[config.mk]
export PLATFORM = sky130hd
export DESIGN_NAME = dm_fb_divider
export DESIGN_NICKNAME = d
export VERILOG_FILES = /design/src/rtl/dmfd_pkg.sv /design/src/rtl/dmfd_cfg_check.sv /design/src/rtl/dmfd_prescaler.sv /design/src/rtl/dmfd_counters.sv /design/src/rtl/dm_fb_divider.sv
export SDC_FILE = /design/constraint.sdc
export NUM_CORES = 1
export LEC_CHECK = 0
export ABC_AREA = 1
export BUFFER_PORTS_ARGS = -buffer_cell sky130_fd_sc_hd__buf_2
export CORE_MARGIN = 10
export CORE_UTILIZATION = 35
export CTS_CLUSTER_SIZE = 24
export DETAILED_ROUTE_END_ITERATION = 12
export HOLD_SLACK_MARGIN = 0.12
export PLACE_DENSITY_LB_ADDON = 0.08
export SYNTH_ARGS = -nofsm -noshare
export SYNTH_HDL_FRONTEND = slang
export SYNTH_SLANG_ARGS = --single-unit
[constraint.sdc]
create_clock -name clk -period 2.1 [get_ports clk]
set_input_delay 0.42 -clock clk [delete_from_list [all_inputs] [get_ports clk]]
set_output_delay 0.42 -clock clk [all_outputs]
set_load 0.1 [all_outputs]
[src/rtl/dmfd_pkg.sv]
package dmfd_pkg;

  // Main-count legality: B must be 1 or at least 3, and must exceed A.
  function automatic logic counts_legal(input int unsigned b, input int unsigned a);
    return ((b >= 32'd3) || (b == 32'd1)) && (b > a);
  endfunction

endpackage

[src/rtl/dmfd_cfg_check.sv]
module dmfd_cfg_check #(
  parameter int unsigned A_W       = 6,
  parameter int unsigned B_W       = 13,
  parameter int unsigned P_LOG_MAX = 5,
  parameter int unsigned PSEL_W    = 3,
  parameter int unsigned PC_W      = 6
) (
  input  logic [PSEL_W-1:0] p_sel,
  input  logic [A_W-1:0]    a_cfg,
  input  logic [B_W-1:0]    b_cfg,
  output logic              legal,
  output logic [PC_W-1:0]   p_mod
);

  logic sel_ok;

  // Decode the select code into the base modulus P = 2^(code+1).
  always_comb begin
    p_mod  = PC_W'(2);
    sel_ok = 1'b0;
    for (int i = 0; i < int'(P_LOG_MAX); i++) begin
      if (p_sel == PSEL_W'(i)) begin
        p_mod  = PC_W'(1) << (i + 1);
        sel_ok = 1'b1;
      end
    end
  end

  assign legal = sel_ok && dmfd_pkg::counts_legal(32'(b_cfg), 32'(a_cfg));

endmodule

[src/rtl/dmfd_prescaler.sv]
module dmfd_prescaler #(
  parameter int unsigned PC_W = 6
) (
  input  logic            clk,
  input  logic            rst,
  input  logic [PC_W-1:0] reload_mod,
  output logic            tc
);

  logic [PC_W-1:0] pc;

  assign tc = (pc == '0);

  // Down-counter: each prescaler cycle lasts reload_mod input cycles.
  always_ff @(posedge clk) begin
    if (rst)     pc <= '0;
    else if (tc) pc <= reload_mod - PC_W'(1);
    else         pc <= pc - PC_W'(1);
  end

endmodule

[src/rtl/dmfd_counters.sv]
module dmfd_counters #(
  parameter int unsigned A_W  = 6,
  parameter int unsigned B_W  = 13,
  parameter int unsigned PC_W = 6
) (
  input  logic            clk,
  input  logic            rst,
  input  logic            tc,
  input  logic [A_W-1:0]  a_cfg,
  input  logic [B_W-1:0]  b_cfg,
  input  logic [PC_W-1:0] p_new,
  input  logic [PC_W-1:0] p_act,
  output logic            boundary,
  output logic [PC_W-1:0] reload_mod
);

  logic [A_W-1:0] a_cnt;   // P+1 cycles left, current one included
  logic [B_W-1:0] b_cnt;   // prescaler cycles left, current one included

  assign boundary = tc && (b_cnt <= B_W'(1));

  always_comb begin
    if (boundary)
      reload_mod = (a_cfg != '0) ? p_new + PC_W'(1) : p_new;
    else
      reload_mod = (a_cnt > A_W'(1)) ? p_act + PC_W'(1) : p_act;
  end

  always_ff @(posedge clk) begin
    if (rst) begin
      a_cnt <= '0;
      b_cnt <= '0;
    end else if (boundary) begin
      a_cnt <= a_cfg;
      b_cnt <= b_cfg;
    end else if (tc) begin
      b_cnt <= b_cnt - B_W'(1);
      if (a_cnt != '0) a_cnt <= a_cnt - A_W'(1);
    end
  end

endmodule

[src/rtl/dm_fb_divider.sv]
module dm_fb_divider #(
  parameter int unsigned A_W       = 6,
  parameter int unsigned B_W       = 13,
  parameter int unsigned P_LOG_MAX = 5,
  localparam int unsigned PSEL_W   = $clog2(P_LOG_MAX),
  localparam int unsigned PC_W     = P_LOG_MAX + 1
) (
  input  logic              clk,
  input  logic              rst,
  input  logic [PSEL_W-1:0] p_sel,
  input  logic [A_W-1:0]    a_cfg,
  input  logic [B_W-1:0]    b_cfg,
  output logic              div_pulse,
  output logic              cfg_err
);

  logic            new_legal;
  logic [PC_W-1:0] new_p;
  logic [PC_W-1:0] p_act;
  logic            legal_act;
  logic            pre_tc;
  logic            boundary;
  logic [PC_W-1:0] reload_mod;

  dmfd_cfg_check #(.A_W(A_W), .B_W(B_W), .P_LOG_MAX(P_LOG_MAX), .PSEL_W(PSEL_W), .PC_W(PC_W)) u_chk (
    .p_sel (p_sel),
    .a_cfg (a_cfg),
    .b_cfg (b_cfg),
    .legal (new_legal),
    .p_mod (new_p)
  );

  dmfd_prescaler #(.PC_W(PC_W)) u_pre (
    .clk        (clk),
    .rst        (rst),
    .reload_mod (reload_mod),
    .tc         (pre_tc)
  );

  dmfd_counters #(.A_W(A_W), .B_W(B_W), .PC_W(PC_W)) u_cnt (
    .clk        (clk),
    .rst        (rst),
    .tc         (pre_tc),
    .a_cfg      (a_cfg),
    .b_cfg      (b_cfg),
    .p_new      (new_p),
    .p_act      (p_act),
    .boundary   (boundary),
    .reload_mod (reload_mod)
  );

  // The pulse closes the period with the old legality; the new
  // configuration takes effect from the same edge.
  always_ff @(posedge clk) begin
    if (rst) begin
      p_act     <= PC_W'(2);
      legal_act <= 1'b0;
      div_pulse <= 1'b0;
      cfg_err   <= 1'b0;
    end else begin
      div_pulse <= boundary & legal_act;
      if (boundary) begin
        p_act     <= new_p;
        legal_act <= new_legal;
        cfg_err   <= ~new_legal;
      end
    end
  end

endmodule

* Word-level counts from Yosys, hierarchy flattened *
Index checks and enable logic that the tools add are counted.

storage, ports and cells
  input bits = 24
  flip-flop bits (word level) = 34
  ROM bits = 0
  output and inout port bits = 2
  memories = 0
  latch bits = 0
  logic and storage cells = 53
  bits in writable memories = 0

operators by class
  multipliers = 0
  equal/unequal tests = 5
  shifts and indexed selects = 0
  muxes and demuxes = 18
  magnitude comparators = 4
  divide/modulo/power cells = 0
  reductions and logical operators = 11
  add/sub/neg operators = 6
  bitwise logic cells = 2

operator list
  operator               number
  $mux 6                 8
  $mux 13                2
  $sub 6x1->6 const B    3
  $eq 13x1->1 const B    1
  $ge 13x2->1 const B    1
  $gt 13x6->1            1
  $le 13x1->1 const B    1
  $sub 13x1->13 const B  1
  $add 6x1->6 const B    2
  $reduce_bool 6->1      2
  $eq 3x2->1 const B     2
  $gt 6x1->1 const B     1
  $logic_not 6->1        1
  $mux 1                 5
  $mux 5                 1
  $mux 4                 1
  $reduce_bool 2->1      2
  $eq 3x1->1 const B     1
  $eq 3x3->1 const B     1
  $logic_and 1x1->1      3
  $logic_not 3->1        1
  $mux 3                 1
  $reduce_and 2->1       1
  $and 1x1->1            1
  2 further kinds        2

* Depth between registers and ports, before layout *
  depth in word-level cells = 10
  depth in mapped cells = 17
  gate-level depth less buffers = 17

* By module *
Synthesis repeated with hierarchy kept, for this count alone.

unflattened totals
  cell total of the unflattened synthesis = 459
  area, all modules = 2813.9 um2

modules (own cells, without submodules)
  module          cells an instance  seq. area each (um2)  instances  area an instance (um2)
  dmfd_counters   287                380.4                 1          1736.7
  dmfd_prescaler  66                 120.1                 1          422.9
  dm_fb_divider   50                 180.2                 1          361.6
  dmfd_cfg_check  56                 0.0                   1          292.8

* Worst setup path before layout *
Ideal clock, no wire load.

  path kind = reg2reg
  from = reg u_cnt.b_cnt[3]
  to = reg u_pre.pc[4]
  data arrival time = 1.726 ns
  path slack = 0.262 ns
  cell stages (with the launch flop) = 16
  buffers on the path = 1
  period minus slack after synthesis = 1.838 ns
  library setup time = 0.113 ns
  required time = 1.987 ns
  cells stage by stage = dfxtp_1 or2_4 nor2_4 nand2_2 nand2_4 buf_8 nand3_2 o211ai_2 nand2_2 clkinv_2 ha_1 nand3_1 nor2_1 nand2_1 nand2_1 nor2_1

between the ends
  longest elaborated chain between the ends = 5

ends and longest elaborated chain
  item                    RTL line              text
  start, declared         dmfd_counters.sv:18   logic [B_W-1:0] b_cnt;
  start signal, assigned  dmfd_counters.sv:35   b_cnt <= b_cfg;
  start signal, assigned  dmfd_counters.sv:37   b_cnt <= b_cnt - B_W'(1);
  $le 13x1->1             dmfd_counters.sv:20   assign boundary = tc && (b_cnt <= B_W'(1));
  $logic_and 1x1->1       dmfd_counters.sv:20
  $mux 6                  dmfd_counters.sv:23   if (boundary)
  $sub 6x1->6             dmfd_prescaler.sv:17  else if (tc) pc <= reload_mod - PC_W'(1);
  $mux 6                  dmfd_prescaler.sv:17
  end signal, assigned    dmfd_prescaler.sv:17
  end signal, assigned    dmfd_prescaler.sv:18  else pc <= pc - PC_W'(1);
  end, declared           dmfd_prescaler.sv:10  logic [PC_W-1:0] pc;

No other way between the ends.
A chain may end at the register's enable or synchronous reset.

* Worst setup path in the final report *
Ends and elaborated chain as after synthesis.

==> reports/results.ini <==
[routing]
vias=2107
vias_per_cell=4.79
drtAntennaViolNets=0
drtIter0Drc=80
wirelength_um=5640
remaining_drc_errors=0
wl_per_cell_um=12.8
drt_pre_antenna_iters=4

[worst_setup_path]
r2r_end=u_pre.pc[4]$_SDFF_PP0_
worstReg2RegStart=u_cnt.b_cnt[3]$_SDFFE_PP0P_
cp.required_ns=2.29
start_kind=flop
critical_path_class=reg2reg
rr_worst_depth=14
cp-end-kind=flop
arrival_ns=2.14
path_max_fanout=9
r2r_slack_ns=0.15

[synth]
synth_top_area_cell=dfxtp_1
syn_inst=333
yosysTopAreaCellShare=0.297
synth_area_per_cell_um2=6.67
syn-num-nets=369
yosysSeqAreaShare=0.297
synth_area_mm2=0.00222
synth_area_leaders=dfxtp_1, nand2_1, inv_1, ha_1, nor2_1
yosysWarningCount=0
ys_types=36
synth-seq-cells=33

[pwr]
ir_drop_mv=0.669
intPower_mw=2.40
p_total_mw=4.65
power_density_mw_per_mm2=1780
sequentialPowerShare=0.214
p_switching_mw=2.25
clkPwrFrac=0.135
p_leak_nw=1.23
p_sw_frac=0.484
combPwrFrac=0.652

[finish]
final_net_count=400
nFillCells=639
syn2layout_area_growth_pct=17.4
regArea_um2=663
drive_above_1_share=0.219
postLayoutCoreUtil=0.433
finalNonFillerCells=440
num_antenna_cells=0
multi_input_area_mm2=0.00132

[clock_network]
path_clk_slew_ns=0.07
htree_levels=2
cts_sinks=33
clock_latency_ns=0.29
cts_tree=done
cts-root-buf=clkbuf_8
cts_made_buffers=5
cts_buffer_depth=2
hold_buffers=0

[global_route]
grt_overflow=0
grt_pass1_vias=2056
grt_max_degree=23
antenna_found_initial=0
grt_pass1_wl_um=9580
grtUsageTotal=0.117

[placed_design]
port_buffers=25
dp_hpwl_um=4220
gp_congestion=0.848
dp.cells=428
dp_slack_ns=0.0929

[job]
max-cap-violations=0

[die]
fp.dieArea_mm2=0.00993
pin_count=26
rows=28
die_w_um=99.7
core_area_mm2=0.00603
start_util=0.369
die_h_um=99.7

[sta]
slew_viol_final=0
fin_crit_sh=0.929
slew_headroom=0.664
finalHoldViolCount=0
tns_ns=0
postLayoutSetupSlackWorst_ns=0.150
period_minus_slack_ns=1.95
final.setup_skew_ns=0.00461
tightest_slew_ns=0.504
max_freq_mhz=513
setup_viol=0

[worst_hold_path]
min_path_type=reg2reg
holdPathEnd=div_pulse$_SDFF_PP0_
min_from=legal_act$_SDFFE_PP0P_
hold_depth=2

[run_status]
status=complete, no violations

registers in the layout (all words and copies together), names as in the netlist:
signal / flops
u_pre.pc: 6
div_pulse: 1
legal_act: 1
u_cnt.b_cnt: 13
cfg_err: 1
p_act: 5
u_cnt.a_cnt: 6
layer usage:
| layer | up-vias | global-route usage | wire, µm |
|---|---|---|---|
| li1 | 1136 | - | - |
| met4 | 0 | 0.0331 | 55 |
| met2 | 31 | 0.178 | 2470 |
| met5 | - | 0 | 0 |
| met1 | 934 | 0.153 | 2850 |
| met3 | 6 | 0.0360 | 264 |
layout by cell type (no fill, tap or decap), types with 2 or more instances in the layout:
master	instances
nor2_1	34
o211ai_1	4
clkbuf_8	6
inv_2	4
inv_1	44
nand2_2	11
nand4_1	3
nor2_4	2
buf_2	25
xor2_1	3
o221ai_1	2
buf_4	7
nor2_2	7
nand3_1	17
xnor2_1	3
nand3_2	4
o21ai_0	27
nor3_1	7
nand2_1	64
o211ai_2	2
a21oi_1	26
o22ai_1	3
nor4_1	2
dfxtp_2	2
dfxtp_1	31
ha_1	11
cell usage after synthesis:
cell      number
inv_2          3
nor2_4         2
xor2_1         3
nand2_4        1
o211ai_2       2
inv_1         45
buf_6          2
a31oi_1        1
o22ai_1        3
dfxtp_1       33
nor2_2         3
buf_4          2
nor3_1         7
nand2_2       10
nor4_1         2
nand3_2        2
buf_2          2
o221ai_1       2
ha_1          12
buf_8          1
xnor2_1        3
nor2_1        38
nand4_1        3
clkinv_1       1
nand3_1       19
clkinv_4       1
nand3b_1       1
nand2_1       65
o31ai_1        1
or2_4          1
o21ai_0       27
clkbuf_1       3
a21oi_1       26
nor3_4         1
clkinv_2       1
o211ai_1       4
worst max path at each step:
stage          cells after the start                   startpoint  slack [ns]                endpoint
3_5_place_dp                      16  u_cnt.b_cnt[1]$_SDFFE_PP0P_        0.09  u_pre.pc[4]$_SDFF_PP0_
6_report                          14  u_cnt.b_cnt[3]$_SDFFE_PP0P_        0.15  u_pre.pc[4]$_SDFF_PP0_
3_3_place_gp                      16  u_cnt.b_cnt[1]$_SDFFE_PP0P_        0.10  u_pre.pc[4]$_SDFF_PP0_
5_1_grt                           15  u_cnt.b_cnt[5]$_SDFFE_PP0P_       -0.01  u_pre.pc[4]$_SDFF_PP0_
4_1_cts                           16  u_cnt.b_cnt[1]$_SDFFE_PP0P_        0.06  u_pre.pc[4]$_SDFF_PP0_
2_1_floorplan                     15  u_cnt.b_cnt[3]$_SDFFE_PP0P_        0.26  u_pre.pc[4]$_SDFF_PP0_
cell families after synthesis:
logic type,synth area share
simple gates,0.322
buf+inv,0.122
flops,0.297
xor+xnor,0.0237
compound gates,0.167
fa+ha+maj,0.0676
timing repair:
action                     in CTS  in global routing
resized for setup               0                 14
setup endpoints to repair       0                  3
buffers inserted                0                  4
power groups by stage:
| stage | logic [mW] | clock network [mW] | registers, mW |
|---|---|---|---|
| after floorplan | 2.21 | 0 | 1.04 |
| after CTS | 2.79 | 0.655 | 0.987 |
| after global placement | 2.80 | 0 | 1.00 |
| final | 3.03 | 0.626 | 0.994 |
| after detailed placement | 2.78 | 0 | 1.00 |
| after global routing | 3.45 | 0.679 | 1.02 |
final cells by class:
| type | instances | share of cell area |
|---|---|---|
| clock inverters | 1 | 0.0115 |
| multi-input cells | 239 | 0.507 |
| flip-flops and latches | 33 | 0.254 |
| clock buffers | 7 | 0.0331 |
| repair buffers | 34 | 0.0802 |
| inverters | 51 | 0.0773 |
| well taps | 75 | 0.0360 |
per-stage QoR:
step / hold slack [ns] / cell area (µm²)
floorplan: 0.423 / 2220
CTS: 0.451 / 2530
finish: 0.448 / 2610
detailed placement: 0.440 / 2420
global placement: 0.440 / 2420
global route: 0.482 / 2610
worst max-delay path, cell delays in order (launching register included):
cell	delay (ns)
dfxtp_1	0.33
or2_4	0.27
nor2_4	0.13
nand2_2	0.10
nand2_8	0.11
nand3_2	0.07
o211ai_2	0.08
nand2_2	0.08
clkinv_2	0.08
ha_2	0.18
nand3_1	0.10
nor2_1	0.15
nand2_1	0.07
nand2_1	0.06
nor2_1	0.04
Note: power is estimated with default switching activity, not from simulation.
